## src/rtl/doorbell_pkg.sv

```systemverilog
package doorbell_pkg;

    // Which aperture an access falls into
    typedef enum logic [1:0] {
        AP_NONE = 2'd0,
        AP_SET  = 2'd1,
        AP_CLR  = 2'd2
    } aperture_e;

    // Bytes between neighbouring words
    localparam int unsigned WORD_BYTES = 4;

endpackage

```

## src/rtl/doorbell_decode.sv

```systemverilog
module doorbell_decode
    import doorbell_pkg::*;
#(
    parameter int unsigned ADDR_W   = 8,
    parameter int unsigned NUM_BOX  = 16,
    parameter int unsigned SET_BASE = 'h80,
    parameter int unsigned CLR_BASE = 'hC0,
    localparam int unsigned IDX_W   = $clog2(NUM_BOX)
) (
    input  logic [ADDR_W-1:0] addr,
    output aperture_e         kind,
    output logic [IDX_W-1:0]  idx
);

    localparam logic [ADDR_W:0]   SPAN   = (ADDR_W+1)'(NUM_BOX * WORD_BYTES);
    localparam logic [ADDR_W-1:0] SET_A  = ADDR_W'(SET_BASE);
    localparam logic [ADDR_W-1:0] CLR_A  = ADDR_W'(CLR_BASE);

    logic [ADDR_W-1:0] off_set;
    logic [ADDR_W-1:0] off_clr;
    logic              in_set;
    logic              in_clr;

    always_comb begin
        off_set = addr - SET_A;
        off_clr = addr - CLR_A;
        in_set  = (addr >= SET_A) && ({1'b0, off_set} < SPAN);
        in_clr  = (addr >= CLR_A) && ({1'b0, off_clr} < SPAN);
        kind    = AP_NONE;
        idx     = '0;
        if (in_set) begin
            kind = AP_SET;
            idx  = off_set[IDX_W+1:2];
        end else if (in_clr) begin
            kind = AP_CLR;
            idx  = off_clr[IDX_W+1:2];
        end
    end

endmodule

```

## src/rtl/doorbell_slot.sv

```systemverilog
module doorbell_slot #(
    parameter int unsigned DATA_W = 32
) (
    input  logic [DATA_W-1:0] cur,
    input  logic [DATA_W-1:0] set_mask,
    input  logic [DATA_W-1:0] clr_mask,
    output logic [DATA_W-1:0] nxt,
    output logic              busy
);

    // Bits named in both masks end up set
    always_comb begin
        nxt  = (cur & ~clr_mask) | set_mask;
        busy = |cur;
    end

endmodule

```

## src/rtl/doorbell_bank.sv

```systemverilog
module doorbell_bank
    import doorbell_pkg::*;
#(
    parameter int unsigned NUM_CORES     = 4,
    parameter int unsigned BOX_PER_CORE  = 4,
    parameter int unsigned DATA_W        = 32,
    parameter int unsigned ADDR_W        = 8,
    parameter int unsigned SET_BASE      = 'h80,
    parameter int unsigned CLR_BASE      = 'hC0,
    localparam int unsigned NUM_BOX      = NUM_CORES * BOX_PER_CORE,
    localparam int unsigned IDX_W        = $clog2(NUM_BOX)
) (
    input  logic                clk,
    input  logic                rst_n,
    input  logic [ADDR_W-1:0]   bus_addr,
    input  logic                bus_we,
    input  logic [DATA_W-1:0]   bus_wdata,
    output logic [DATA_W-1:0]   bus_rdata,
    output logic [NUM_BOX-1:0]  irq_out
);

    typedef struct packed {
        logic [NUM_BOX-1:0][DATA_W-1:0] box;
    } bank_t;

    bank_t state_d;
    bank_t state_q;

    aperture_e             acc_kind;
    logic [IDX_W-1:0]      acc_idx;
    logic [NUM_BOX-1:0]    hit_onehot;

    logic [NUM_BOX-1:0][DATA_W-1:0] set_mask;
    logic [NUM_BOX-1:0][DATA_W-1:0] clr_mask;
    logic [NUM_BOX-1:0][DATA_W-1:0] box_nxt;
    logic [NUM_BOX-1:0]             box_busy;

    doorbell_decode #(
        .ADDR_W   (ADDR_W),
        .NUM_BOX  (NUM_BOX),
        .SET_BASE (SET_BASE),
        .CLR_BASE (CLR_BASE)
    ) decode_i (
        .addr (bus_addr),
        .kind (acc_kind),
        .idx  (acc_idx)
    );

    always_comb begin
        hit_onehot = '0;
        if (bus_we && acc_kind != AP_NONE) begin
            hit_onehot[acc_idx] = 1'b1;
        end
    end

    for (genvar k = 0; k < NUM_BOX; k++) begin : g_slot
        always_comb begin
            set_mask[k] = (hit_onehot[k] && acc_kind == AP_SET) ? bus_wdata : '0;
            clr_mask[k] = (hit_onehot[k] && acc_kind == AP_CLR) ? bus_wdata : '0;
        end

        doorbell_slot #(
            .DATA_W (DATA_W)
        ) slot_i (
            .cur      (state_q.box[k]),
            .set_mask (set_mask[k]),
            .clr_mask (clr_mask[k]),
            .nxt      (box_nxt[k]),
            .busy     (box_busy[k])
        );

        // A nonzero set write raises this word's line on the next cycle
        AST_SET_RAISES: assert property (@(posedge clk) disable iff (!rst_n)
            (bus_we && acc_kind == AP_SET && acc_idx == IDX_W'(k) && bus_wdata != '0)
            |=> irq_out[k]);

        // A clear of every bit drops the line on the next cycle
        AST_CLR_DROPS: assert property (@(posedge clk) disable iff (!rst_n)
            (bus_we && acc_kind == AP_CLR && acc_idx == IDX_W'(k) && (&bus_wdata))
            |=> !irq_out[k]);
    end

    // Next-state process
    always_comb begin
        state_d = state_q;
        for (int k = 0; k < NUM_BOX; k++) begin
            state_d.box[k] = box_nxt[k];
        end
    end

    // State register
    always_ff @(posedge clk or negedge rst_n) begin
        if (!rst_n) begin
            state_q <= '0;
        end else begin
            state_q <= state_d;
        end
    end

    always_comb begin
        irq_out   = box_busy;
        bus_rdata = (acc_kind != AP_NONE) ? state_q.box[acc_idx] : '0;
    end

    AST_IDLE_STABLE: assert property (@(posedge clk) disable iff (!rst_n)
        !bus_we |=> $stable(irq_out));

    AST_OUTSIDE_QUIET: assert property (@(posedge clk) disable iff (!rst_n)
        (bus_we && acc_kind == AP_NONE) |=> $stable(irq_out));

    AST_OTHERS_KEPT: assert property (@(posedge clk) disable iff (!rst_n)
        bus_we |=> (((irq_out ^ $past(irq_out)) & ~$past(hit_onehot)) == '0));

endmodule

```

## config.mk

```make
export PLATFORM = sky130hd
export DESIGN_NAME = doorbell_bank
export DESIGN_NICKNAME = d
export VERILOG_FILES = /design/src/rtl/doorbell_pkg.sv /design/src/rtl/doorbell_decode.sv /design/src/rtl/doorbell_slot.sv /design/src/rtl/doorbell_bank.sv
export SDC_FILE = /design/constraint.sdc
export NUM_CORES = 1
export LEC_CHECK = 0
export CAP_MARGIN = 20
export CELL_PAD_IN_SITES_DETAIL_PLACEMENT = 0
export CELL_PAD_IN_SITES_GLOBAL_PLACEMENT = 1
export CORE_ASPECT_RATIO = 0.6
export CORE_MARGIN = 1.5
export CORE_UTILIZATION = 36
export CTS_CLUSTER_DIAMETER = 80
export DETAILED_ROUTE_END_ITERATION = 7
export PLACE_DENSITY_LB_ADDON = 0.1
export SYNTH_ARGS = -nofsm -noshare
export SYNTH_HDL_FRONTEND = slang
export SYNTH_SLANG_ARGS = --single-unit
export TNS_END_PERCENT = 1
```

## constraint.sdc

```tcl
create_clock -name clk -period 2.3 [get_ports clk]
set_input_delay 0.345 -clock clk [delete_from_list [all_inputs] [get_ports clk]]
set_output_delay 0.345 -clock clk [all_outputs]
set_load 0.02 [all_outputs]
```

==> flow_summary.ini, run 1 <==
[status]
status = finished, violations left
failed_checks = negative setup slack

[grt]
gr-total-overflow = 0
grt_pass1_vias = 22379
antenna_found_initial = 6
grtUsageTotal_pct = 30.4
grt_max_degree = 68
grt_pass1_wl_mm = 163

[timing]
relSlewSlack_pct = 37.3
slew_violations = 0
rsz0062_at_grt = yes
fmax_mhz = 364
period_minus_slack_ns = 2.75
setup_ws_ns = -0.446
worstMarginPinSlew_ns = 0.935
setup_violations = 48
skew_ns = 0
fin_crit_sh_pct = 119
hold_violations = 0

[cells_and_area]
syn2layout_area_growth_pct = 32.7
final_area_mm2 = 0.0346
diodes = 0
final_util_pct = 48.2
nFillCells = 6595
drive_gt1_share_pct = 31.8
final_cell_count_no_fill = 3931
multi_input_area_mm2 = 0.0130
final_nets = 2956
top_regs = state_q x512
top_register = state_q
register_area_mm2 = 0.0128
largest_reg_flops = 512

[placement]
port-buffer-count = 88
gp_congestion = 0.931
dpl_cell_area_mm2 = 0.0316
dpl.cell_count = 3826
dp_hpwl_mm = 83.3

[setup_path]
cp_top_family = compound AO/OA/AOI/OAI gates
path_cells = buf_6 -> and3b_1 -> a22oi_2 -> o2111ai_2 -> a211oi_2 -> buf_4 -> buf_6
worst_setup_path_end_kind = primary output
cp_data_arrival_time_ns = 2.40
worstPathMaxFanout = 2
cp_num_buf_inv = 3
cpPeakStageDelay_ns = 0.36
criticalPathCategory = reg2out
cp_slowest_cell = dfrtp_1
reg2reg_slack_ns = 1.35
cpMostUsedCell = buf_6
required_ns = 1.96
cp-start-kind = flop

[yosys]
syn_area_mm2 = 0.0261
post_synth_num_cell_types = 63
syn-instance-count = 2510
synth_ff_type = dfrtp_1
synth_seq_area_share_pct = 49.2
async_reset_ff_share_pct = 100
ys_warn_count = 0
syn-num-nets = 2553
syn_avg_cell_area_um2 = 10.4
synth-seq-cells = 512
synth_edf_count = 0

[run]
cap_violations = 0

[detailed_routing]
drt_pass1_iterations = 6
avgRoutedWirePerCell_um = 28.8
drt-total-wl_mm = 113
drtAntennaViolNets = 0
vias_per_cell = 6.07
drtIter0Drc = 2960
remaining_drc_errors = 0
vias = 23848

[clocking]
clk_latency_ns = 0.63
h-tree-depth = 2
path_clk_slew_ns = 0.06
cts_sinks = 512
cts_buffers = 54
root_buffer = clkbuf_16
cts_tree = built
cts_buffer_depth = 3

[die]
die_w_um = 350
start_util_pct = 36.3
num_rows = 76
die-area_mm2 = 0.0741
core-area_mm2 = 0.0717
die_y_um = 211
io_pins = 91

[power_and_ir_drop]
power_density_mw_per_mm2 = 725
leakage_nw = 15.2
ir_drop_v = 0.000582
p_total_mw = 25.1

[min_path]
hold_path.class = in2async
==> power by group <==
group	internal, mW	switching (mW)	leakage, nW	total, mW
combinational	2.55	2.75	7.38	5.30
clock	5.32	3.93	0.911	9.25
sequential	9.75	0.776	6.94	10.5
total	17.6	7.45	15.2	25.1
==> kinds of logic after synthesis <==
group,share of synthesized area [%]
compound gates,24.4
mux,5.54
flops,49.2
buf+inv,5.48
simple gates,15.4
==> cell usage after synthesis, types with 3 or more instances <==
cell type  number  area, µm²
buf_6           6       67.6
a211oi_1        9       67.6
mux4_2         15        338
nor3_2          4       40.0
buf_2         119        596
a21oi_1        24        120
nand3_1         5       25.0
a221oi_1        6       52.6
mux2i_1       107       1070
nand2_1       539       2020
o21ai_0         5       25.0
nand4_1        32        200
inv_1           7       26.3
nor4b_2         9        135
and3b_1         9       78.8
nor4b_1         5       43.8
o221ai_1       36        315
o22ai_1        20        125
nand2b_1        3       18.8
buf_1           3       11.3
a22oi_1        36        270
and2_1          3       18.8
o2111ai_1      22        193
nor3b_1         9       67.6
o2bb2ai_1      32        280
buf_4          28        210
buf_8           3       45.0
nor4_1        128        801
or2_2          16        100
clkbuf_1      126        473
o221a_2         7       78.8
a22o_1        512       4480
a21o_1          4       30.0
o32a_1         14        140
nor2_1         33        124
dfrtp_1       512      12800
a2bb2oi_1       8       70.1
mux2_2          3       33.8
or3_1           9       56.3
nor2_2         12       75.1
==> routing by layer <==
| layer | part of all wire (%) | global-route usage [%] | routed length (µm) |
|---|---|---|---|
| met1 | 49 | 48.7 | 55700 |
| met2 | 37 | 37.4 | 41800 |
| met3 | 13 | 12.1 | 14300 |
| met4 | 1.3 | 4.90 | 1500 |
| met5 | 0.011 | 0 | 13 |
==> layout make-up <==
cell class,count,share of cell area [%]
timing repair buffer,632,16.4
clock inverter,14,0.420
clock buffer,85,4.86
multi-input combinational,1706,37.6
tap,975,3.53
sequential,512,37.1
inverter,7,0.0760
==> metrics by stage <==
stage	TNS (ns)	setup WS (ns)	hold slack, ns
4_1_cts	-13.45	-0.433	0.245
5_1_grt	-14.64	-0.499	0.238
2_1_floorplan	-0.463	-0.129	0.0494
3_5_place_dp	-43.33	-0.971	0.311
3_3_place_gp	-33.03	-0.988	0.308
6_report	-11.92	-0.446	0.239
==> what timing repair did <==
item / 4_1_cts / 5_1_grt
buffers inserted: 3 / 2
pin swaps: 46 / 21
setup endpoints to repair: 48 / 48
hold endpoints to repair: 25 / 0
hold buffers: 1 / 0
resized for setup: 350 / 66
==> worst paths after layout <==
| path | start | depth (start not counted) | end |
|---|---|---|---|
| worst min-delay path | rst_n | 2 | state_q[351] |
| worst max register to register | state_q[121] | 2 | state_q[121] |
| worst max-delay path | state_q[397] | 7 | bus_rdata[13] |
| min in group clk | state_q[101] | 1 | state_q[101] |
| max in group asynchronous | rst_n | 3 | state_q[269] |
| worst min register to register | state_q[101] | 1 | state_q[101] |
==> layout by cell type, fill, tap and decap left out, types with 10 or more instances in the layout <==
master and n:
a22oi_1 22, mux4_2 15, o32a_1 14, dfrtp_2 18, o2bb2ai_2 11, buf_6 13, or2_4 16, a22oi_2 14
nor4_4 16, clkbuf_1 13, o221ai_1 33, a22o_1 512, clkinv_2 11, clkdlybuf4s50_1 34, nand4_1 32, nor4_2 28
clkbuf_16 57, dfrtp_1 494, o2111ai_2 18, nor2_1 17, nand2_1 539, mux2i_2 20, mux2i_1 84, nor4_1 84
o2bb2ai_1 21, a21oi_2 13, buf_12 63, o22ai_1 18, clkbuf_8 15, a21oi_1 10, nor2_2 28, buf_4 495
buf_2 14
==> worst reg2reg max path, cell delays in order, from the launching register on <==
cell,delay (ns)
dfrtp_2,0.47
buf_4,0.17
a22o_1,0.20
Note: power is estimated with default switching activity, not from simulation.
==> inputs of run 2 (changes only) <==
- CORE_UTILIZATION: 36 -> 45
==> run 2 against run 1 <==
The run still ends with negative setup slack left. Worst setup slack better by 0.041 ns. Cell area decreased by 2.1%. Hold slack better by 0.013 ns. Die area is 20% lower. Via count is 0.58% higher. Sequential share of layout area is 0.76 points higher. Global-route usage rose by 5.2 points. Critical path depth stayed put. Register-to-register slack improved by 0.02 ns. Wire length is 6.3% lower. Flip-flop and latch count stayed put. Clock skew is the same. Largest power group unchanged. Highest routed layer unchanged.
==> flow_summary.ini, run 2 (synthesized netlist as in run 1, its figures left out) <==
[status]
status = finished, violations left
failed_checks = negative setup slack

[timing]
slew_violations = 0
relSlewSlack_pct = 56.8
skew_ns = 0
rsz0062_at_grt = yes
setup_violations = 48
worstMarginPinSlew_ns = 0.630
period_minus_slack_ns = 2.71
whs_ns = 0.252
fmax_mhz = 370
fin_crit_sh_pct = 118
hold_violations = 0
setup_ws_ns = -0.406

[run]
cap_violations = 0

[clocking]
cts_sinks = 512
h-tree-depth = 2
root_buffer = clkbuf_16
cts_tree = built
clk_latency_ns = 0.62
cts_buffers = 51
path_clk_slew_ns = 0.07
cts_buffer_depth = 3

[grt]
gr-total-overflow = 0
grt_pass1_vias = 22352
grt_max_degree = 77
antenna_found_initial = 0
grtUsageTotal_pct = 35.7
grt_pass1_wl_mm = 156

[detailed_routing]
drt_pass1_iterations = 6
remaining_drc_errors = 0
vias = 23986
drt-total-wl_mm = 106
drtAntennaViolNets = 0
vias_per_cell = 6.56
avgRoutedWirePerCell_um = 29.1
drtIter0Drc = 3090

[power_and_ir_drop]
p_total_mw = 25.1
p_sw_mw = 7.26
leakage_nw = 14.9
ir_drop_v = 0.000540
p_comb_share_pct = 19.7
clkPwrFrac_pct = 38.2
switching_share_pct = 29.0
power_density_mw_per_mm2 = 740
intPower_mw = 17.8
seqPwrFrac_pct = 42.1

[setup_path]
worst_setup_path_end_kind = primary output
worstPathMaxFanout = 2
required_ns = 1.96
cp_data_arrival_time_ns = 2.36
criticalPathCategory = reg2out
cp-start-kind = flop

[cells_and_area]
top_regs = state_q x512
top_register = state_q
layout_common_cells = nand2_1 (539), a22o_1 (512), dfrtp_1 (500)
drive_gt1_share_pct = 30.2
largest_reg_flops = 512
layout_commonest_cell = nand2_1
final_nets = 2885
diodes = 0
syn2layout_area_growth_pct = 30.0
final_cell_count_no_fill = 3654
final_util_pct = 59.1

[placement]
dp_hpwl_mm = 75.6
gp_congestion = 0.953
port-buffer-count = 88
dpl.cell_count = 3557

[die]
start_util_pct = 45.4
io_pins = 91
core-area_mm2 = 0.0573
num_rows = 68
die_y_um = 189
die_w_um = 314
die-area_mm2 = 0.0594

[min_path]
hold_path.class = in2async
## run 2: cell count changes in the layout (fill, tap and decap cells not counted), moves of 7 or more
cell       before  now
buf_4         495  430
clkbuf_1       13    4
o2bb2ai_1      21   29
o2bb2ai_2      11    3
nor4_2         28   35
nor4_4         16    9
o2111ai_2      18   11
## run 2: final timing paths
| check | slack (ns) | cells after the start | end | startpoint |
|---|---|---|---|---|
| max | -0.41 | 7 | bus_rdata[13] | state_q[397] |
| min | 0.25 | 2 | state_q[127] | rst_n |
| max reg2reg | 1.37 | 2 | state_q[226] | state_q[226] |
| min reg2reg | 0.53 | 1 | state_q[258] | state_q[258] |
| max in group asynchronous | 1.13 | 3 | state_q[231] | rst_n |
| min in group clk | 0.53 | 1 | state_q[258] | state_q[258] |
## run 2: power by group through the flow
stage          clock [mW]  combinational (mW)  sequential, mW
6_report             9.58                4.93            10.5
3_5_place_dp            0                4.53            10.6
5_1_grt              10.0                5.19            10.6
2_1_floorplan           0                2.19            10.3
3_3_place_gp            0                4.47            10.6
4_1_cts              9.66                4.74            10.5
## run 2: repair_timing
action	CTS	global route
buffers inserted	0	2
hold buffers	1	0
endpoints found under the setup margin	48	48
pin swaps	37	17
gates resized for setup	342	88
endpoints found under the hold margin	26	0
## run 2: worst max-delay path, stage by stage (launching register included)
cell and delay, ns:
dfrtp_1 0.36, buf_6 0.10, and3b_1 0.17, a22oi_2 0.29, o2111ai_4 0.20, a211oi_4 0.33
buf_4 0.18, buf_6 0.11
## run 2: final cells by class
class	instances	area, µm²
clock buffer	72	1550
clock inverter	23	352
fill	4805	23500
inverter	7	26.3
multi-input combinational	1706	13000
sequential	512	12800
tap	770	963
timing repair buffer	564	5150
## run 2: metrics by stage
stage	instance area [µm²]	setup WS [ns]	TNS (ns)
floorplan	26100	-0.129	-0.463
global placement	30900	-0.937	-21.91
detailed placement	30900	-1.01	-25.67
CTS	33400	-0.428	-10.45
global route	33900	-0.420	-11.53
finish	33900	-0.406	-8.77
## run 2: layer usage
metal	global-route usage [%]	routed length, µm	up-vias
met4	6.56	1650	4
li1	-	-	10172
met1	57.1	48900	12217
met5	2.60	209	-
met3	11.2	14700	114
met2	45.8	40700	1479
